**src/rtl/trg_pkg.sv**
```systemverilog
package trg_pkg;
  typedef enum logic [1:0] {
    POL_NONE = 2'b00,
    POL_RISE = 2'b01,
    POL_FALL = 2'b10,
    POL_BOTH = 2'b11
  } pol_e;

  typedef enum logic [1:0] {
    ST_IDLE = 2'd0,
    ST_REQ  = 2'd1,
    ST_GAP  = 2'd2
  } bst_e;
endpackage

```
**src/rtl/trg_edge_qual.sv**
```systemverilog
module trg_edge_qual
  import trg_pkg::*;
#(
  parameter int NUM_TRIG = 8,
  parameter int FILT_LEN = 3,
  parameter int MASK_LEN = 3,
  localparam int SEL_W = $clog2(NUM_TRIG),
  localparam int DC_W  = $clog2(FILT_LEN + 1),
  localparam int MK_W  = $clog2(MASK_LEN + 1)
) (
  input  logic                clk,
  input  logic                rst_n,
  input  logic [NUM_TRIG-1:0] trig_i,
  input  logic [SEL_W-1:0]    sel_i,
  input  logic                wr_i,
  input  logic [SEL_W-1:0]    wr_sel_i,
  input  pol_e                pol_i,
  output logic                evt_o
);
  logic            lvl, new_lvl, flt_q, evt_q, edge_ok;
  logic [DC_W-1:0] dc_q;
  logic [MK_W-1:0] mask_q;

  assign lvl     = trig_i[sel_i];
  assign new_lvl = trig_i[wr_sel_i];
  // bit 0 of the polarity enables rising edges, bit 1 falling edges
  assign edge_ok = lvl ? pol_i[0] : pol_i[1];

  always_ff @(posedge clk or negedge rst_n) begin
    if (!rst_n) begin
      flt_q  <= 1'b0;
      dc_q   <= '0;
      mask_q <= '0;
      evt_q  <= 1'b0;
    end else begin
      evt_q <= 1'b0;
      if (wr_i)              mask_q <= MK_W'(MASK_LEN);
      else if (mask_q != '0) mask_q <= mask_q - 1'b1;

      if (wr_i && (wr_sel_i != sel_i)) begin
        flt_q <= new_lvl;
        dc_q  <= '0;
      end else if (lvl == flt_q) begin
        dc_q <= '0;
      end else if (dc_q == DC_W'(FILT_LEN - 1)) begin
        flt_q <= lvl;
        dc_q  <= '0;
        evt_q <= (mask_q == '0) && edge_ok;
      end else begin
        dc_q <= dc_q + 1'b1;
      end
    end
  end

  assign evt_o = evt_q;


  evt_single_chk: assert property (@(posedge clk) disable iff (!rst_n)
    evt_q |=> !evt_q);

  wr_blank_chk: assert property (@(posedge clk) disable iff (!rst_n)
    wr_i |=> ##1 !evt_q);
endmodule

```
**src/rtl/trg_burst_ctl.sv**
```systemverilog
module trg_burst_ctl
  import trg_pkg::*;
#(
  parameter int CNT_W = 5
) (
  input  logic             clk,
  input  logic             rst_n,
  input  logic             en_i,
  input  logic             evt_i,
  input  logic [CNT_W-1:0] cnt_i,
  input  logic             served_i,
  output logic             req_o,
  output logic             ovr_evt_o
);
  bst_e             st_q;
  logic [CNT_W-1:0] cnt_q;

  always_ff @(posedge clk or negedge rst_n) begin
    if (!rst_n) begin
      st_q  <= ST_IDLE;
      cnt_q <= '0;
    end else if (!en_i) begin
      st_q <= ST_IDLE;
    end else begin
      unique case (st_q)
        ST_IDLE: if (evt_i) begin
          cnt_q <= cnt_i;
          st_q  <= ST_REQ;
        end
        ST_REQ: if (served_i) begin
          if (cnt_q == '0) st_q <= ST_IDLE;
          else begin
            cnt_q <= cnt_q - 1'b1;
            st_q  <= ST_GAP;
          end
        end
        ST_GAP:  st_q <= ST_REQ;
        default: st_q <= ST_IDLE;
      endcase
    end
  end

  assign req_o     = (st_q == ST_REQ) && en_i;
  assign ovr_evt_o = evt_i && en_i && (st_q != ST_IDLE);


  dis_idle_chk: assert property (@(posedge clk) disable iff (!rst_n)
    !en_i |=> (st_q == ST_IDLE));

  gap_rearm_chk: assert property (@(posedge clk) disable iff (!rst_n)
    (st_q == ST_GAP && en_i) |=> (st_q == ST_REQ));

  serve_drop_chk: assert property (@(posedge clk) disable iff (!rst_n)
    (st_q == ST_REQ && served_i) |=> (st_q != ST_REQ));

  last_serve_chk: assert property (@(posedge clk) disable iff (!rst_n)
    (st_q == ST_REQ && served_i && cnt_q == '0) |=> (st_q == ST_IDLE));
endmodule

```
**src/rtl/trig_req_gen.sv**
```systemverilog
module trig_req_gen
  import trg_pkg::*;
#(
  parameter int NUM_TRIG = 8,
  parameter int CNT_W    = 5,
  localparam int SEL_W   = $clog2(NUM_TRIG)
) (
  input  logic                clk,
  input  logic                rst_n,
  input  logic [NUM_TRIG-1:0] trig_i,
  input  logic                cfg_wr_i,
  input  logic                cfg_en_i,
  input  logic [SEL_W-1:0]    cfg_sel_i,
  input  logic [1:0]          cfg_pol_i,
  input  logic [CNT_W-1:0]    cfg_cnt_i,
  input  logic                cfg_ovie_i,
  input  logic                served_i,
  input  logic                ovr_clr_i,
  output logic                dreq_o,
  output logic                ovr_o,
  output logic                irq_o
);
  logic             en_q, ovie_q, ovr_q, evt, ovr_set;
  logic [SEL_W-1:0] sel_q;
  pol_e             pol_q;
  logic [CNT_W-1:0] cnt_q;

  always_ff @(posedge clk or negedge rst_n) begin
    if (!rst_n) begin
      en_q   <= 1'b0;
      sel_q  <= '0;
      pol_q  <= POL_NONE;
      cnt_q  <= '0;
      ovie_q <= 1'b0;
    end else if (cfg_wr_i) begin
      en_q   <= cfg_en_i;
      sel_q  <= cfg_sel_i;
      pol_q  <= pol_e'(cfg_pol_i);
      cnt_q  <= cfg_cnt_i;
      ovie_q <= cfg_ovie_i;
    end
  end

  trg_edge_qual #(.NUM_TRIG(NUM_TRIG)) qual_i (
    .clk     (clk),
    .rst_n   (rst_n),
    .trig_i  (trig_i),
    .sel_i   (sel_q),
    .wr_i    (cfg_wr_i),
    .wr_sel_i(cfg_sel_i),
    .pol_i   (pol_q),
    .evt_o   (evt)
  );

  trg_burst_ctl #(.CNT_W(CNT_W)) ctl_i (
    .clk      (clk),
    .rst_n    (rst_n),
    .en_i     (en_q),
    .evt_i    (evt),
    .cnt_i    (cnt_q),
    .served_i (served_i),
    .req_o    (dreq_o),
    .ovr_evt_o(ovr_set)
  );

  always_ff @(posedge clk or negedge rst_n) begin
    if (!rst_n)         ovr_q <= 1'b0;
    else if (ovr_set)   ovr_q <= 1'b1;
    else if (ovr_clr_i) ovr_q <= 1'b0;
  end

  assign ovr_o = ovr_q;
  assign irq_o = ovr_q && ovie_q;


  ovr_sticky_chk: assert property (@(posedge clk) disable iff (!rst_n)
    (ovr_q && !ovr_clr_i) |=> ovr_q);

  ovr_set_chk: assert property (@(posedge clk) disable iff (!rst_n)
    ovr_set |=> ovr_q);

  ovr_clear_chk: assert property (@(posedge clk) disable iff (!rst_n)
    (ovr_clr_i && !ovr_set) |=> !ovr_q);
endmodule

```
**config.mk**
```make
export PLATFORM = sky130hd
export DESIGN_NAME = trig_req_gen
export DESIGN_NICKNAME = d
export VERILOG_FILES = /design/src/rtl/trg_pkg.sv /design/src/rtl/trg_edge_qual.sv /design/src/rtl/trg_burst_ctl.sv /design/src/rtl/trig_req_gen.sv
export SDC_FILE = /design/constraint.sdc
export NUM_CORES = 1
export LEC_CHECK = 0
export CAP_MARGIN = 20
export CORE_ASPECT_RATIO = 1.1
export CORE_MARGIN = 2
export CORE_UTILIZATION = 46
export CTS_CLUSTER_DIAMETER = 60
export DETAILED_ROUTE_END_ITERATION = 6
export GPL_TIMING_DRIVEN = 0
export PLACE_DENSITY_LB_ADDON = 0.2
export SLEW_MARGIN = 20
export SYNTH_ARGS = -nofsm -noshare
export SYNTH_HDL_FRONTEND = slang
export SYNTH_HIERARCHICAL = 1
export SYNTH_SLANG_ARGS = --single-unit
```
**constraint.sdc**
```tcl
create_clock -name clk -period 1.7 [get_ports clk]
set_input_delay 0.17 -clock clk [delete_from_list [all_inputs] [get_ports clk]]
set_output_delay 0.17 -clock clk [all_outputs]
set_load 0.05 [all_outputs]
```
* Word-level counts from Yosys, hierarchy flattened
Index checks and enable logic that the tools add are counted.
** Storage, ports and cells
- Register bits after elaboration :: 26
- Input port bits :: 25
** Operators by class
- Add/sub/neg operators :: 3
- Order comparisons :: 2
- Equality and inequality tests :: 11
- Multiplexer cells :: 27
- Reduce and logical (&&, ||, !) cells :: 18
** Operators by type and width (count)
- $mux W2 :: 9
- $mux W5 :: 3
- $reduce_bool A2 Y1 :: 6
- $mux W1 :: 11
- $pmux W5 S2 :: 1
- $lt A3 B4 Y1 const B :: 2
- $bmux W1 S3 :: 2
- $logic_and A1 B1 Y1 :: 6
- $ne A2 B2 Y1 const B :: 3
- $ne A3 B3 Y1 const B :: 2
- $pmux W2 S3 :: 1
- $logic_not A5 Y1 :: 1
- $reduce_and A5 Y1 :: 1
- $sub A5 B1 Y5 const B :: 1
- $eq A2 B2 Y1 const B :: 2
- $logic_not A2 Y1 :: 2
- $reduce_and A2 Y1 :: 2
- $ne A3 B3 Y1 :: 1
- $add A2 B1 Y2 const B :: 1
- $eq A2 B1 Y1 const B :: 1
- $ne A2 B1 Y1 const B :: 1
- $sub A2 B1 Y2 const B :: 1
- $eq A1 B1 Y1 :: 1

* Longest topological paths before layout
Gate-level depths: netlist (run 1).
- Word-level depth :: 7
- Depth in mapped cells :: 5
- Mapped depth without buffers :: 5

* Cells and area by module
Netlist (run 1), hierarchy kept.
** Modules (own cells, without submodules)
- trig_req_gen :: times used 1, cells an instance 29, area an instance 526.8 µm²
- trg_burst_ctl :: times used 1, cells an instance 52, area an instance 470.5 µm²
- trg_edge_qual :: times used 1, cells an instance 34, area an instance 437.9 µm²

* Least setup slack after synthesis (run 1)
No wires, ideal clock.
- Path type :: register -> register
- Start point :: register sel_q[0]
- End point :: register qual_i.dc_q[1]
- Library setup time :: 0.100 ns
- Arrival time :: 1.492 ns
- Data required time :: 1.600 ns
- Slack :: 0.108 ns
- Cell stages (with the launch flop) :: 5
- Path buffers :: 0
- Clock period less this slack :: 1.592 ns
- Cells stage by stage :: dfrtp_1 > mux4_1 > mux2i_4 > xor2_1 > nor4bb_1
** Between the ends
- Cells in the longest elaborated chain, start to end :: 5
- Elaborated cells between the ends (all ways) :: 7
- Classes of those cells :: 2 x eq/ne; 4 x mux; 1 x reduce/logical
** Ends and longest elaborated chain
- from (decl) :: RTL line trig_req_gen.sv:24 : logic [SEL_W-1:0] sel_q;
- from (signal assigned) :: RTL line trig_req_gen.sv:37 : sel_q <= cfg_sel_i;
- $bmux W1 S3 :: RTL line trg_edge_qual.sv:24 : assign lvl = trig_i[sel_i];
- $mux W1 (implied by the code) :: RTL line trg_edge_qual.sv:24
- $eq A1 B1 Y1 :: RTL line trg_edge_qual.sv:43 : end else if (lvl == flt_q) begin
- $mux W2 :: RTL line trg_edge_qual.sv:43
- $mux W2 (*) :: RTL line trg_edge_qual.sv:40 : if (wr_i && (wr_sel_i != sel_i)) begin
- to (signal assigned) :: RTL line trg_edge_qual.sv:50 : dc_q <= dc_q + 1'b1;
- to (decl) :: RTL line trg_edge_qual.sv:21 : logic [DC_W-1:0] dc_q;
Mark *: on every way between the ends. The rest lies on a longest branch, timed or not. The select of a mux whose other input is x is not followed.
A chain may end at the register's enable or synchronous reset.

* Final worst setup path (run 1)
Same ends and word-level chain as after synthesis.

==> results of run 1 <==
[registers in the layout, indices dropped and copies added, names as in the netlist]
signal,flops
ovie_q,1
sel_q,3
qual_i/evt_o,1
ctl_i/st_q,2
en_q,1
ctl_i/cnt_q,5
qual_i/flt_q,1
qual_i/dc_q,2
cnt_q,5
qual_i/mask_q,2
pol_q,2
ovr_o,1
[path summary, 6_finish.rpt]
path                                 from              to  slack, ns  cells after the start
min in group clk                ovr_clr_i           ovr_o       0.42                      3
max in group asynchronous           rst_n        sel_q[0]       0.94                      2
setup / recovery                 sel_q[0]  qual_i/dc_q[1]       0.04                      4
hold / removal                      rst_n  ctl_i/cnt_q[4]       0.36                      2
setup reg to reg                 sel_q[0]  qual_i/dc_q[1]       0.04                      4
hold reg to reg            qual_i/dc_q[0]  qual_i/dc_q[0]       0.47                      1
[through the flow]
step	util	std cells
2_1_floorplan	-	115
3_3_place_gp	0.578	176
3_5_place_dp	0.577	176
4_1_cts	0.592	182
5_1_grt	0.609	182
6_report	0.609	182
[cells in the final DEF (no fill, tap or decap), types with 2 or more instances in the layout]
| cell type | n |
|---|---|
| or3b_1 | 2 |
| mux2_4 | 10 |
| clkbuf_4 | 3 |
| clkbuf_1 | 2 |
| mux2i_1 | 3 |
| a2111oi_0 | 2 |
| mux2_2 | 2 |
| clkdlybuf4s50_1 | 23 |
| xor2_1 | 4 |
| buf_4 | 3 |
| buf_2 | 2 |
| nor2_1 | 6 |
| nor3b_1 | 2 |
| o22ai_1 | 5 |
| mux4_2 | 4 |
| inv_1 | 10 |
| nor4b_1 | 2 |
| a22oi_1 | 2 |
| nand3_1 | 2 |
| a2bb2oi_1 | 2 |
| dfrtp_1 | 25 |
| nand2_1 | 2 |
| or3_1 | 2 |
[critical path: cells and delay by family, from the launching register on]
kind / cells / cell delay (ns)
muxes: 2 / 0.74
DFF: 1 / 0.43
xor gates and xnor gates: 1 / 0.11
and+or+nand+nor: 1 / 0.28
[layer usage]
layer  track usage  share of wire  vias up
met5             0              0        -
met4        0.0872          0.023        0
met3        0.0248          0.037        6
met2         0.310           0.54       24
met1         0.185           0.40      502
li1              -              -      490
[cells by family after synthesis]
logic type	synth area share
buffers and inverters	0.0453
AO/OA/AOI/OAI	0.112
flip-flops	0.453
AND/OR/NAND/NOR	0.117
adder cells (fa/ha/maj)	0.0174
XOR/XNOR	0.0305
multiplexers	0.225
[timing repair]
action | 4_1_cts | 5_1_grt
endpoints found under the setup margin | 5 | 8
pin swaps | 1 | 2
gates resized for setup | 11 | 10
hold buffers | 1 | 0
buffers inserted | 1 | 1
endpoints found under the hold margin | 26 | 0
[power by group through the flow]
stage,clock (mW),combinational [mW],sequential (mW)
2_1_floorplan,0,0.206,0.752
3_3_place_gp,0,0.298,0.764
3_5_place_dp,0,0.312,0.769
4_1_cts,0.320,0.323,0.759
5_1_grt,0.352,0.380,0.774
6_report,0.307,0.343,0.762
[cell type report]
type	count	area (sq um)
timing repair buffer	30	289
buffer	4	23.8
clock buffer	4	36.3
sequential	26	652
tap	34	42.5
inverter	10	37.5
multi-input combinational	74	758
fill	230	1180
==> summary.md, run 1 <==
| Metric | Value |
|---|---|
| WS Path Type | flop to flop |
| IO Count | 28 |
| Worst VDD drop | 465 uV |
| Max-cap violations | 0 |
| Area contributors post-synth | dfrtp_1, mux2_4, mux4_1 |
| Top post-synthesis cells by count | dfrtp_1, inv_1, mux2_4 |
| Ys Warns | 6 |
| Clk pwr share | 0.217 |
| Cell with the most instances after synthesis | dfrtp_1 |
| RSZ-0062 raised after global routing | true |
| Post-Route WL | 2710 microns |
| Leak | 0.835 nW |
| Design area | 1840 sq um |
| Status | complete, no violations |
| Mapped Cells | 115 |
| Syn Area/Cell | 12.5 sq um |
| Final net count | 176 |
| # DRC | 0 |
| Bufs on Longest Clock Path | 2 |
| CTS Root Cell | clkbuf_4 |
| WP data arrival | 1.88 ns |
| Final Hold Viols | 0 |
| Share of cells above drive strength 1 | 0.243 |
| Relative slew margins | 0.622 |
| CP Launch Type | flop |
| Overflow after GRT | 0 |
| Die W | 57.3 microns |
| PD cells | 767 nW/um^2 |
| TritonRoute pass-1 iters | 4 |
| Synth top area share | 0.453 |
| Starting Density | 0.475 |
| Total power | 1.41 mW |
| Final Wtd Congestion | 0.806 |
| Post-Syn Area | 1440 sq um |
| Total track usage | 0.170 |
| CP Cell Sequence | mux4_2 > mux2i_4 > xor2_2 > nor4bb_2 |
| Top_reg_cell synth | dfrtp_1 |
| Number of flops mapped to enable cells by yosys | 0 |
| Post-route setup slack | 0.0432 ns |
| Vias/cell | 5.62 |
| Hold/Removal Path Class | input pin to async pin |
| Vias in the first global route | 1126 |
| Post-place setup slack | -0.200 ns |
| Seq cells post-synth | 26 |
| Syn nets | 142 |
| Final hold slack | 0.360 ns |
| Sum of negative setup slack | 0 ns |
| Worst setup EP type | flop |
| Measured slew at the worst slew-check pin | 0.567 ns |
| Library cells used by synthesis | 40 |
| Post-synth top area cell | dfrtp_1 |
| Sw power | 0.378 mW |
| Final Skew | 0.00143 ns |
| Pint | 1.03 mW |
| Min Tclk post-route | 1.66 ns |
| Via Count | 1022 |
| Die area | 3580 sq um |
| Final setup violation count | 0 |
| CORE AREA | 3020 sq um |
| Dpl hpwl | 2110 microns |
| Crit path max-delay cell type | mux4_2 |
| Clock tree sinks | 26 |
| H-Tree Depth | 1 |
| Layout Area Growth over Synthesis | 28.2% |
| WL per Instance | 14.9 microns |
| Initial antenna violation count | 0 |
| TritonCTS clock tree | done |
| # port buffers | 27 |
| Number of buffers created by CTS | 3 |
| Largest net degree at the start of global routing | 27 |
| Fmax | 0.604 GHz |
| Tcrit/Tclk final | 0.975 |
| First-pass GRT wire length | 4790 microns |
| Fraction of registers with async set/reset | 1.00 |
| Switching part of the total power | 0.267 |
| Combinational share of power | 0.243 |
| FP Rows | 21 |
| Reg power frac | 0.540 |
| CP peak stage delay | 0.54 ns |
| N_diodes | 0 |
| Crit-path max FO | 4 |
| Max-slew violations | 0 |
| Initial DRC Count | 34 |
| Chip height | 62.6 microns |
| Worst-Skew Late Latency | 0.31 ns |
| Post-synthesis sequential area ratio | 0.453 |
| Worst-path clk slew | 0.14 ns |
| Antenna viol nets, final | 0 |
| Worst EP required | 1.92 ns |
| Dpl cell area | 1740 sq um |
Note: power is estimated with default switching activity, not from simulation.
==> inputs of run 2 (changes only) <==
- CELL_PAD_IN_SITES_DETAIL_PLACEMENT: not set -> 1
- CELL_PAD_IN_SITES_GLOBAL_PLACEMENT: not set -> 1
- CORE_UTILIZATION: 46 -> 41
- CTS_CLUSTER_SIZE: not set -> 28
- clock period: 1.7 -> 1.6 ns (I/O delays scaled with it)
==> run 2 against run 1 <==
  * The run now ends with negative setup slack left
  * First-iteration DRC count shrank 12%
  * Worst hold slack got worse by 0.014 ns
  * Final area increased by 6.6%
  * Largest power group unchanged
  * Clock power up 50%
  * Total power grew 19%
  * Critical endpoint is now qual_i/flt_q
  * Sequential share of layout area shrank 2.2 points
  * Via count grew 6.0%
==> summary.md, run 2 (synthesis results as in run 1) <==
| Metric | Value |
|---|---|
| Die area | 3990 sq um |
| Max-slew violations | 0 |
| Status | finished with violations |
| Leak | 0.850 nW |
| Post-route setup slack | -0.105 ns |
| Worst-Skew Late Latency | 0.33 ns |
| Number of buffers created by CTS | 3 |
| Combinational share of power | 0.237 |
| Worst VDD drop | 425 uV |
| Initial antenna violation count | 0 |
| IO Count | 28 |
| Final Wtd Congestion | 0.829 |
| Clock tree sinks | 26 |
| Post-place setup slack | -0.336 ns |
| Initial DRC Count | 30 |
| H-Tree Depth | 1 |
| Family with the most delay on the worst path | compound AO/OA/AOI/OAI gates |
| Reg power frac | 0.488 |
| CP peak stage delay | 0.46 ns |
| CP Launch Type | flop |
| CP Cell Sequence | buf_4 > xor2_1 > o31ai_2 > o21ai_0 > o22ai_1 |
| Post-Route WL | 3710 microns |
| Crit-path max FO | 5 |
| Worst setup EP type | flop |
| Final setup violation count | 6 |
| Pint | 1.22 mW |
| Vias in the first global route | 1199 |
| Max-cap violations | 0 |
| Failing checks | negative setup slack |
| PD cells | 853 nW/um^2 |
| Vias/cell | 5.44 |
| Total track usage | 0.209 |
| CTS Root Cell | clkbuf_4 |
| Sw power | 0.452 mW |
| N_diodes | 0 |
| Bufs on Longest Clock Path | 2 |
| # port buffers | 27 |
| Share of cells above drive strength 1 | 0.331 |
| Relative slew margins | 0.596 |
| Tcrit/Tclk final | 1.07 |
| Overflow after GRT | 0 |
| Largest net degree at the start of global routing | 27 |
| FP Rows | 22 |
| WP buf/inv | 1 |
| Chip height | 66.1 microns |
| Antenna viol nets, final | 0 |
| Min Tclk post-route | 1.70 ns |
| Die W | 60.4 microns |
| # DRC | 0 |
| Hold/Removal Path Class | input pin to async pin |
| TritonCTS clock tree | done |
| Final net count | 179 |
| Clk pwr share | 0.274 |
| Total power | 1.67 mW |
| TritonRoute pass-1 iters | 4 |
| Final hold slack | 0.347 ns |
| Final Skew | 0.0106 ns |
| WP data arrival | 1.96 ns |
| Worst-path clk slew | 0.15 ns |
| WS Path Type | flop to flop |
| RSZ-0062 raised after global routing | true |
| Final Hold Viols | 0 |
| CORE AREA | 3330 sq um |
| Highest-count cells in the layout ignoring fill and taps | dfrtp_1, clkdlybuf4s50_1, mux2_4, inv_1 |
| Regs by FF count | cnt_q x5, ctl_i/cnt_q x5, sel_q x3 |
| WL per Instance | 18.7 microns |
| Layout Area Growth over Synthesis | 36.6% |
| Crit path max-delay cell type | dfrtp_2 |
| Dpl hpwl | 2470 microns |
| Fmax | 0.587 GHz |
| Starting Density | 0.431 |
| Sum of negative setup slack | -0.290 ns |
| Switching part of the total power | 0.270 |
| Worst EP required | 1.86 ns |
| First-pass GRT wire length | 6020 microns |
| Measured slew at the worst slew-check pin | 0.606 ns |
| Via Count | 1083 |
| Most common cell after layout, fill and taps aside | dfrtp_1 |
run 2: cell count changes in the layout (fill, tap and decap cells not counted), moves of 2 or more:
cell / before / now
buf_4: 3 / 5
a2111oi_4: 0 / 2
a22oi_2: 0 / 2
inv_1: 10 / 8
inv_2: 0 / 2
clkbuf_1: 2 / 0
a22oi_1: 2 / 0
a2111oi_0: 2 / 0
run 2: worst paths after layout:
path,slack [ns],startpoint,end,cells past startpoint
min,0.35,rst_n,sel_q[1],2
max in group asynchronous,0.83,rst_n,sel_q[0],2
min in group clk,0.40,ovr_clr_i,ovr_o,3
min reg2reg,0.48,qual_i/dc_q[0],qual_i/dc_q[0],1
max,-0.10,sel_q[0],qual_i/flt_q,5
max reg2reg,-0.10,sel_q[0],qual_i/flt_q,5
run 2: what timing repair did:
| item | 4_1_cts | 5_1_grt |
|---|---|---|
| gates resized for setup | 26 | 17 |
| buffers inserted | 2 | 3 |
| endpoints found under the setup margin | 12 | 12 |
| hold endpoints to repair | 26 | 0 |
| hold buffers | 1 | 0 |
| pin swaps | 4 | 3 |
run 2: area by class of cell:
cell class	count	area, sq um
tap	48	60.1
buffer	4	26.3
sequential	26	652
multi-input combinational	74	820
clock buffer	3	22.5
fill	350	1370
timing repair buffer	33	313
inverter	10	37.5
clock inverter	1	30.0
run 2: power groups by stage:
stage          sequential (mW)  combinational (mW)  clock (mW)
2_1_floorplan            0.799               0.219           0
3_3_place_gp             0.813               0.316           0
3_5_place_dp             0.823               0.337           0
4_1_cts                  0.812               0.371       0.475
5_1_grt                  0.827               0.434       0.503
6_report                 0.817               0.397       0.459
run 2: per-stage QoR:
step,instance area (sq um),cells,utilization
floorplan,1440,115,-
global placement,1770,190,0.530
detailed placement,1760,190,0.529
CTS,1890,197,0.567
global route,1960,199,0.589
finish,1960,199,0.589
run 2: layer usage:
| layer | routed length, microns | GRT usage |
|---|---|---|
| met5 | 0 | 0 |
| met4 | 46 | 0.0571 |
| met3 | 127 | 0.0509 |
| met2 | 2110 | 0.391 |
| met1 | 1420 | 0.228 |
run 2: worst register-to-register path, delay by kind of cell (launching register included):
family	cells	cell delay [ns]
AO/OA/AOI/OAI	3	0.87
XOR/XNOR	1	0.16
flip-flops	1	0.46
buffers and inverters	1	0.15
